[src/rtl/kdb_pkg.sv]
package kdb_pkg;

  // strobes handed from the control side to the datapath
  typedef struct packed {
    logic tick;    // one-cycle sample enable
    logic clrEn;   // press-flag clear request for this cycle
  } kdbStrobe_t;

  function automatic int unsigned divWidth(input int unsigned div);
    return (div > 1) ? $clog2(div) : 1;
  endfunction

endpackage

[src/rtl/kdb_ctrl.sv]
module kdb_ctrl
  import kdb_pkg::*;
#(
  parameter int unsigned CLK_HZ  = 4000000,
  parameter int unsigned TICK_HZ = 200
) (
  input  logic       clk,
  input  logic       rstN,
  input  logic       clrStrobe,
  output kdbStrobe_t strb
);

  localparam int unsigned DIV = (CLK_HZ / TICK_HZ > 1) ? CLK_HZ / TICK_HZ : 2;
  localparam int unsigned CW  = divWidth(DIV);
  localparam logic [CW-1:0] LAST = CW'(DIV - 1);

  logic [CW-1:0] divCnt;
  logic          tickNow;

  assign tickNow = (divCnt == LAST);

  always_ff @(posedge clk or negedge rstN) begin
    if (!rstN) begin
      divCnt <= '0;
    end else if (tickNow) begin
      divCnt <= '0;
    end else begin
      divCnt <= divCnt + 1'b1;
    end
  end

  always_comb begin
    strb       = '0;
    strb.tick  = tickNow;
    strb.clrEn = clrStrobe;
  end

  // the enable is a single-cycle pulse
  a_r3_tick_single: assert property (@(posedge clk) disable iff (!rstN)
    strb.tick |=> !strb.tick);

  // after an enable the divider restarts from zero
  a_r3_div_restart: assert property (@(posedge clk) disable iff (!rstN)
    strb.tick |=> (divCnt == '0));

endmodule

[src/rtl/kdb_datapath.sv]
module kdb_datapath
  import kdb_pkg::*;
#(
  parameter int unsigned NKEYS       = 8,
  parameter int unsigned SYNC_STAGES = 2
) (
  input  logic             clk,
  input  logic             rstN,
  input  kdbStrobe_t       strb,
  input  logic [NKEYS-1:0] keyPinN,
  input  logic [NKEYS-1:0] clrMask,
  output logic [NKEYS-1:0] levelQ,
  output logic [NKEYS-1:0] pressQ
);

  logic [SYNC_STAGES-1:0][NKEYS-1:0] syncQ;

  // synchronizer chain, idle value is "released" (high)
  always_ff @(posedge clk or negedge rstN) begin
    if (!rstN) syncQ[0] <= '1;
    else       syncQ[0] <= keyPinN;
  end

  for (genvar s = 1; s < SYNC_STAGES; s++) begin : g_sync
    always_ff @(posedge clk or negedge rstN) begin
      if (!rstN) syncQ[s] <= '1;
      else       syncQ[s] <= syncQ[s-1];
    end
  end

  logic [NKEYS-1:0] pressedRaw, changed;
  logic [NKEYS-1:0] lowQ, highQ, lowNext, highNext;
  logic [NKEYS-1:0] rollOver, levelNext, pressSet, clrBits;
  logic             tickEn;

  assign tickEn     = strb.tick;
  assign pressedRaw = ~syncQ[SYNC_STAGES-1];
  assign changed    = levelQ ^ pressedRaw;

  // vertical 2-bit counters: agreeing keys snap to 3, disagreeing keys count down
  assign lowNext   = ~(lowQ & changed);
  assign highNext  = lowNext ^ (highQ & changed);
  assign rollOver  = changed & lowNext & highNext;
  assign levelNext = levelQ ^ rollOver;
  assign pressSet  = tickEn ? (rollOver & levelNext) : '0;
  assign clrBits   = strb.clrEn ? clrMask : '0;

  always_ff @(posedge clk or negedge rstN) begin
    if (!rstN) begin
      lowQ   <= '1;
      highQ  <= '1;
      levelQ <= '0;
    end else if (tickEn) begin
      lowQ   <= lowNext;
      highQ  <= highNext;
      levelQ <= levelNext;
    end
  end

  // clear first, new presses on top: a coincident set wins
  always_ff @(posedge clk or negedge rstN) begin
    if (!rstN) pressQ <= '0;
    else       pressQ <= (pressQ & ~clrBits) | pressSet;
  end

  // level moves only on a sample enable
  a_r3_level_on_tick: assert property (@(posedge clk) disable iff (!rstN)
    !tickEn |=> $stable(levelQ));

  // a new flag appears only with an enable
  a_r8_flag_on_tick: assert property (@(posedge clk) disable iff (!rstN)
    (|(pressQ & ~$past(pressQ))) |-> $past(tickEn));

  // every new flag comes with a rising level on the same key
  a_r8_flag_needs_rise: assert property (@(posedge clk) disable iff (!rstN)
    ((pressQ & ~$past(pressQ)) & ~(levelQ & ~$past(levelQ))) == '0);

  // a flag can only drop where the mask asked for it
  a_r9_clear_masked: assert property (@(posedge clk) disable iff (!rstN)
    ($past(pressQ) & ~pressQ & ~($past(clrMask) & {NKEYS{$past(strb.clrEn)}})) == '0);

endmodule

[src/rtl/keyDebounce8.sv]
module keyDebounce8
  import kdb_pkg::*;
#(
  parameter int unsigned CLK_HZ      = 4000000,
  parameter int unsigned TICK_HZ     = 200,
  parameter int unsigned NKEYS       = 8,
  parameter int unsigned SYNC_STAGES = 2
) (
  input  logic             clk,
  input  logic             rstN,
  input  logic [NKEYS-1:0] keyPinN,
  input  logic             clrStrobe,
  input  logic [NKEYS-1:0] clrMask,
  output logic [NKEYS-1:0] keyLevel,
  output logic [NKEYS-1:0] keyPressed
);

  kdbStrobe_t strb;

  kdb_ctrl #(
    .CLK_HZ (CLK_HZ),
    .TICK_HZ(TICK_HZ)
  ) u_ctrl (
    .clk      (clk),
    .rstN     (rstN),
    .clrStrobe(clrStrobe),
    .strb     (strb)
  );

  kdb_datapath #(
    .NKEYS      (NKEYS),
    .SYNC_STAGES(SYNC_STAGES)
  ) u_dp (
    .clk    (clk),
    .rstN   (rstN),
    .strb   (strb),
    .keyPinN(keyPinN),
    .clrMask(clrMask),
    .levelQ (keyLevel),
    .pressQ (keyPressed)
  );

  // outputs are zero while reset is held
  a_r1_reset_zero: assert property (@(posedge clk)
    !rstN |-> (keyLevel == '0 && keyPressed == '0));

endmodule

[config.mk]
export PLATFORM = sky130hd
export DESIGN_NAME = keyDebounce8
export DESIGN_NICKNAME = d
export VERILOG_FILES = /design/src/rtl/kdb_pkg.sv /design/src/rtl/kdb_ctrl.sv /design/src/rtl/kdb_datapath.sv /design/src/rtl/keyDebounce8.sv
export SDC_FILE = /design/constraint.sdc
export NUM_CORES = 1
export LEC_CHECK = 0
export ABC_CLOCK_PERIOD_IN_PS = 2500
export BUFFER_PORTS_ARGS = -buffer_cell sky130_fd_sc_hd__clkbuf_2
export CORE_MARGIN = 10
export CORE_UTILIZATION = 57
export DETAILED_ROUTE_END_ITERATION = 8
export MAX_ROUTING_LAYER = met4
export PLACE_DENSITY = 0.79
export SKIP_CTS_REPAIR_TIMING = 1
export SLEW_MARGIN = 20
export SYNTH_ARGS = -nofsm -noshare
export SYNTH_HDL_FRONTEND = slang
export SYNTH_HIERARCHICAL = 1
export SYNTH_SLANG_ARGS = --single-unit
[constraint.sdc]
create_clock -name clk -period 2.5 [get_ports clk]
set_clock_uncertainty 0.05 [all_clocks]
set_input_delay 0.125 -clock clk [delete_from_list [all_inputs] [get_ports clk]]
set_output_delay 0.125 -clock clk [all_outputs]
set_load 0.02 [all_outputs]
**Word-level counts from Yosys, hierarchy flattened**

Cells that the tools add are included.
W data, S select, Z words.

- Output and inout port bits: 16
- Register bits: 63

- Bitwise gates (word level): 13
- Muxes and demuxes: 3
- Equality and inequality tests: 1
- $add $sub $neg: 1

Operators by type and width:

| operator | number |
|---|---|
| $and A8 B8 Y8 | 6 |
| $not A8 Y8 | 3 |
| $xor A8 B8 Y8 | 3 |
| $mux W8 | 2 |
| $add A15 B1 Y15 const B | 1 |
| $eq A15 B15 Y1 const B | 1 |
| $mux W15 | 1 |
| $or A8 B8 Y8 | 1 |

**Depth between registers and ports, before layout**

- Depth after elaboration: 10
- Mapped depth: 10
- Mapped depth without buffers: 7

**Modules after synthesis**

Netlist, hierarchy kept.

By module, submodules not included:

| module | area an instance (µm²) | cells an instance | instances |
|---|---|---|---|
| kdb_datapath | 2003.2 | 168 | 1 |
| kdb_ctrl | 710.7 | 65 | 1 |

**Worst setup path before layout**

OpenSTA, ideal clock, no wires.

- Path type: reg2reg
- From: reg u_ctrl.divCnt[0]
- To: reg u_dp.highQ[5]
- Clock period less this slack: 2.034 ns
- Data required time: 2.370 ns
- Setup time: 0.080 ns
- Arrival time: 1.904 ns
- Slack: 0.466 ns
- Stages on the path, launching flop included: 10
- Path through: dfrtp_1 ha_1 and4_4 nand3_1 nor2_2 buf_4 buf_6 nand2_1 mux2_2 o22a_1

- Longest elaborated chain between the ends: 1

RTL lines:

| what | RTL line | source |
|---|---|---|
| start: declaration | kdb_ctrl.sv:17 | `logic [CW-1:0] divCnt;` |
| start signal: assignment | kdb_ctrl.sv:28 | `divCnt <= divCnt + 1'b1;` |
| $eq A15 B15 Y1 | kdb_ctrl.sv:20 | `assign tickNow = (divCnt == LAST);` |
| net u_ctrl.tickNow | kdb_ctrl.sv:18 | `logic tickNow;` |
| end signal: assignment | kdb_datapath.sv:55 | `highQ <= highNext;` |
| end: declaration | kdb_datapath.sv:32 | `logic [NKEYS-1:0] lowQ, highQ, lowNext, highNext;` |

The timed path passes the listed nets, and every way through them passes these cells.
A chain may end at the register's enable or synchronous reset.

==> results by group <==
Synth
  • Most instantiated library cell after synthesis: sky130_fd_sc_hd__nor2_1
  • Flop and latch count out of synthesis: 63
  • Top-area cell type share of the netlist area: 0.310
  • Mean post-synth cell area: 11.6 um^2
  • Area contributors post-synth: sky130_fd_sc_hd__dfstp_2 (31%), sky130_fd_sc_hd__dfrtp_1 (29%), sky130_fd_sc_hd__nor2_1 (4.6%), sky130_fd_sc_hd__xor2_1 (4.2%), sky130_fd_sc_hd__ha_1 (4.1%)
  • Synth Instances: 233
  • Netlist area before placement: 2710 um^2
  • Cell taking the most area after synthesis: sky130_fd_sc_hd__dfstp_2
  • Async SR Flop Fraction: 1.00
  • Number of flops mapped to enable cells by yosys: 0
  • Number of warnings issued by yosys: 6
  • Syn Nets: 261
  • Share of synthesized area occupied by flip-flops and latches: 0.596
  • Number of different library cells in the post-synthesis netlist: 32
  • Top_reg_cell synth: sky130_fd_sc_hd__dfstp_2
  • Most instantiated cells after synthesis: sky130_fd_sc_hd__nor2_1 (33), sky130_fd_sc_hd__dfstp_2 (32), sky130_fd_sc_hd__dfrtp_1 (31), sky130_fd_sc_hd__nand2_1 (27), sky130_fd_sc_hd__xor2_1 (13)

Job
  • Number of maximum-capacitance constraint violations: 0

Final layout
  • Final core utilization: 0.693
  • Nets@finish: 313
  • Synth-to-layout area growth: 18.9%
  • Fraction of final layout cells with drive strength greater than 1: 0.331
  • Antenna diode instance count: 0

GRT
  • Maximum number of pins on one net before global-route repair: 31
  • Antenna violations before repair: 0
  • Sum of overflow across all layers after global routing: 0
  • Global-route wire length before repair: 8100 um
  • Overall Global Routing Usage: 0.138
  • Most congested layer reported by global routing: met2
  • Vias in the first global route: 1,841
  • Met2 track demand over resource in global routing: 0.222
  • Grt met1 use: 0.152
  • Met3 usage in global routing: 0.0438

Status
  • Outcome: complete, no violations

Floorplanning
  • FP Rows: 25
  • Count of boundary I/O pins: 35
  • Floorplan core area: 4660 um^2
  • Overall die width: 89 um
  • Die span in y: 89 um
  • Overall die area: 7920 um^2
  • Initial Utilization: 0.582

Clock tree
  • CTS max path bufs: 2
  • CTS Sinks: 63
  • CTS root buf: sky130_fd_sc_hd__clkbuf_8
  • Clock slew seen by the registers of the worst setup and hold paths: 0.07 ns
  • Clock latency on the worst-skew pair: 0.34 ns
  • Number of H-tree levels: 3
  • CTS Buf Count: 9
  • TritonCTS clock tree: built

Detailed routing
  • Routed len/inst: 14.2 um
  • Vias: 1,804
  • Mean number of vias per cell: 5.24
  • Starting DRT DRC Count: 94
  • Number of detailed-route iterations in the first pass: 4
  • DRC viols: 0
  • Number of nets with antenna violations after detailed routing: 0
  • WL final: 4890 um

Worst setup path
  • Maximum fanout encountered on the critical timing path: 20
  • Startpoint Class: flip-flop
  • Slowest-stage cell, CP: sky130_fd_sc_hd__nor2_4
  • Type of the setup path with the least slack: flip-flop to flip-flop
  • Critical Path Sink Type: flip-flop
  • Register-to-register setup slack: 0.32 ns
  • Data required, critical path: 2.71 ns
  • Worst path cell trace: ha_1 -> and4_4 -> nand3_1 -> nor2_4 -> buf_4 -> nand2_1 -> mux2i_1 -> a21oi_1
  • Critical path arrival: 2.39 ns
  • Critical Path Max Stage Delay: 0.42 ns

Timing
  • Post-route setup TNS: 0 ns
  • Worst slew margin relative to its limit: 0.518
  • Final min period: 2.18 ns
  • Worst slew pin tran: 0.724 ns
  • Unrepaired setup endpoints after global routing: no
  • Final setup violation count: 0
  • Max-slew violation total from the final report: 0
  • Endpoints failing hold: 0
  • Highest clock rate: 458 MHz
  • Post-route clock period utilization: 0.874

Power and ir drop
  • Leakage power: 1.45 nW
  • PwrDens: 610 nW/um^2
  • Peak supply drop: 0.435 mV

Hold path
  • Classification of the worst-slack hold path: input port to flip-flop

Place
  • Count of buffers from port buffering: 34
  • Weighted congestion at the end of routability-driven global placement: 0.830
  • Final HPWL DP: 3330 um
==> final cells by class <==
cell class	instances	area [um^2]
clock inverter	1	30.0
tap	54	67.6
clock buffer	15	156
fill	346	1430
timing repair buffer	49	305
sequential	63	1620
multi-input combinational	154	1020
inverter	8	30.0
==> per-layer routing <==
layer,share of wire,vias to the layer above
li1,-,893
met4,0.0098,0
met2,0.49,44
met5,0,-
met1,0.44,861
met3,0.056,6
==> worst paths after layout <==
path,cells after the start,start,end
max in group asynchronous,3,rstN,u_dp/syncQ[7]$_DFF_PN1_
max,8,u_ctrl/divCnt[0]$_DFF_PN0_,u_dp/highQ[0]$_DFFE_PN1P_
min in group asynchronous,2,rstN,u_dp/pressQ[5]$_DFF_PN0_
min reg2reg,0,u_dp/syncQ[6]$_DFF_PN1_,u_dp/syncQ[14]$_DFF_PN1_
max reg2reg,8,u_ctrl/divCnt[0]$_DFF_PN0_,u_dp/highQ[0]$_DFFE_PN1P_
min,3,clrMask[5],u_dp/pressQ[5]$_DFF_PN0_
==> stage by stage <==
step / total power, W / area, um^2 / cells / hold slack, ns / setup WS, ns
floorplan: 0.00109 / 2710 / 233 / -0.221 / 0.466
global placement: 0.00113 / 2950 / 319 / 0.163 / 0.419
detailed placement: 0.00113 / 2950 / 319 / 0.164 / 0.334
CTS: 0.00199 / 3140 / 335 / -0.207 / 0.310
global route: 0.00205 / 3230 / 344 / 0.0110 / 0.183
finish: 0.00197 / 3230 / 344 / 0.0166 / 0.315
==> worst max-delay path: cells and delay by family (launching register included) <==
kind,cells,cell delay (ns)
buf+inv,1,0.30
flops,1,0.38
fa+ha+maj,1,0.22
mux,1,0.14
simple gates,4,0.93
compound gates,1,0.08
==> report_power, final <==
| part | internal [W] | switching (W) | leakage [nW] |
|---|---|---|---|
| clock network | 0.000490 | 0.000359 | 0.0919 |
| logic | 0.0000312 | 0.0000405 | 0.605 |
| registers | 0.00104 | 0.00000471 | 0.752 |
==> placed cells by master (no fill, tap or decap) <==
cell / n
sky130_fd_sc_hd__dfrtp_1: 31
sky130_fd_sc_hd__or3_1: 1
sky130_fd_sc_hd__mux2_2: 6
sky130_fd_sc_hd__nand2_2: 1
sky130_fd_sc_hd__xnor2_1: 7
sky130_fd_sc_hd__xor2_1: 13
sky130_fd_sc_hd__o21a_1: 1
sky130_fd_sc_hd__nand3_1: 7
sky130_fd_sc_hd__mux2i_1: 7
sky130_fd_sc_hd__clkbuf_2: 34
sky130_fd_sc_hd__ha_1: 9
sky130_fd_sc_hd__clkbuf_1: 5
sky130_fd_sc_hd__nor4_2: 1
sky130_fd_sc_hd__clkbuf_8: 10
sky130_fd_sc_hd__nor4_1: 2
sky130_fd_sc_hd__nor4bb_1: 1
sky130_fd_sc_hd__nor2b_1: 2
sky130_fd_sc_hd__a21oi_1: 4
sky130_fd_sc_hd__dfstp_2: 32
sky130_fd_sc_hd__o22a_1: 7
sky130_fd_sc_hd__inv_1: 8
sky130_fd_sc_hd__nor3b_1: 1
sky130_fd_sc_hd__nor2_4: 1
sky130_fd_sc_hd__nand2_1: 27
sky130_fd_sc_hd__nand3_2: 1
sky130_fd_sc_hd__nand4_1: 3
sky130_fd_sc_hd__and4_4: 2
sky130_fd_sc_hd__and3_2: 1
sky130_fd_sc_hd__buf_4: 6
sky130_fd_sc_hd__dlygate4sd3_1: 9
sky130_fd_sc_hd__nor3_1: 8
sky130_fd_sc_hd__nor2_1: 33
sky130_fd_sc_hd__bufinv_16: 1
sky130_fd_sc_hd__a22o_1: 8
==> sequential cells by signal, summed over array words and instances (netlist names) <==
name           flops
u_dp/lowQ          8
u_dp/syncQ        16
u_dp/highQ         8
u_ctrl/divCnt     15
u_dp/pressQ        8
u_dp/levelQ        8
==> cells by family after synthesis <==
kind of cell	count (synthesis)	synth area share
mux	13	0.0507
flops	63	0.596
buf+inv	16	0.0295
compound gates	20	0.0586
fa+ha+maj	9	0.0415
simple gates	92	0.160
xor+xnor	20	0.0645
(Power assumes the default switching activity.)
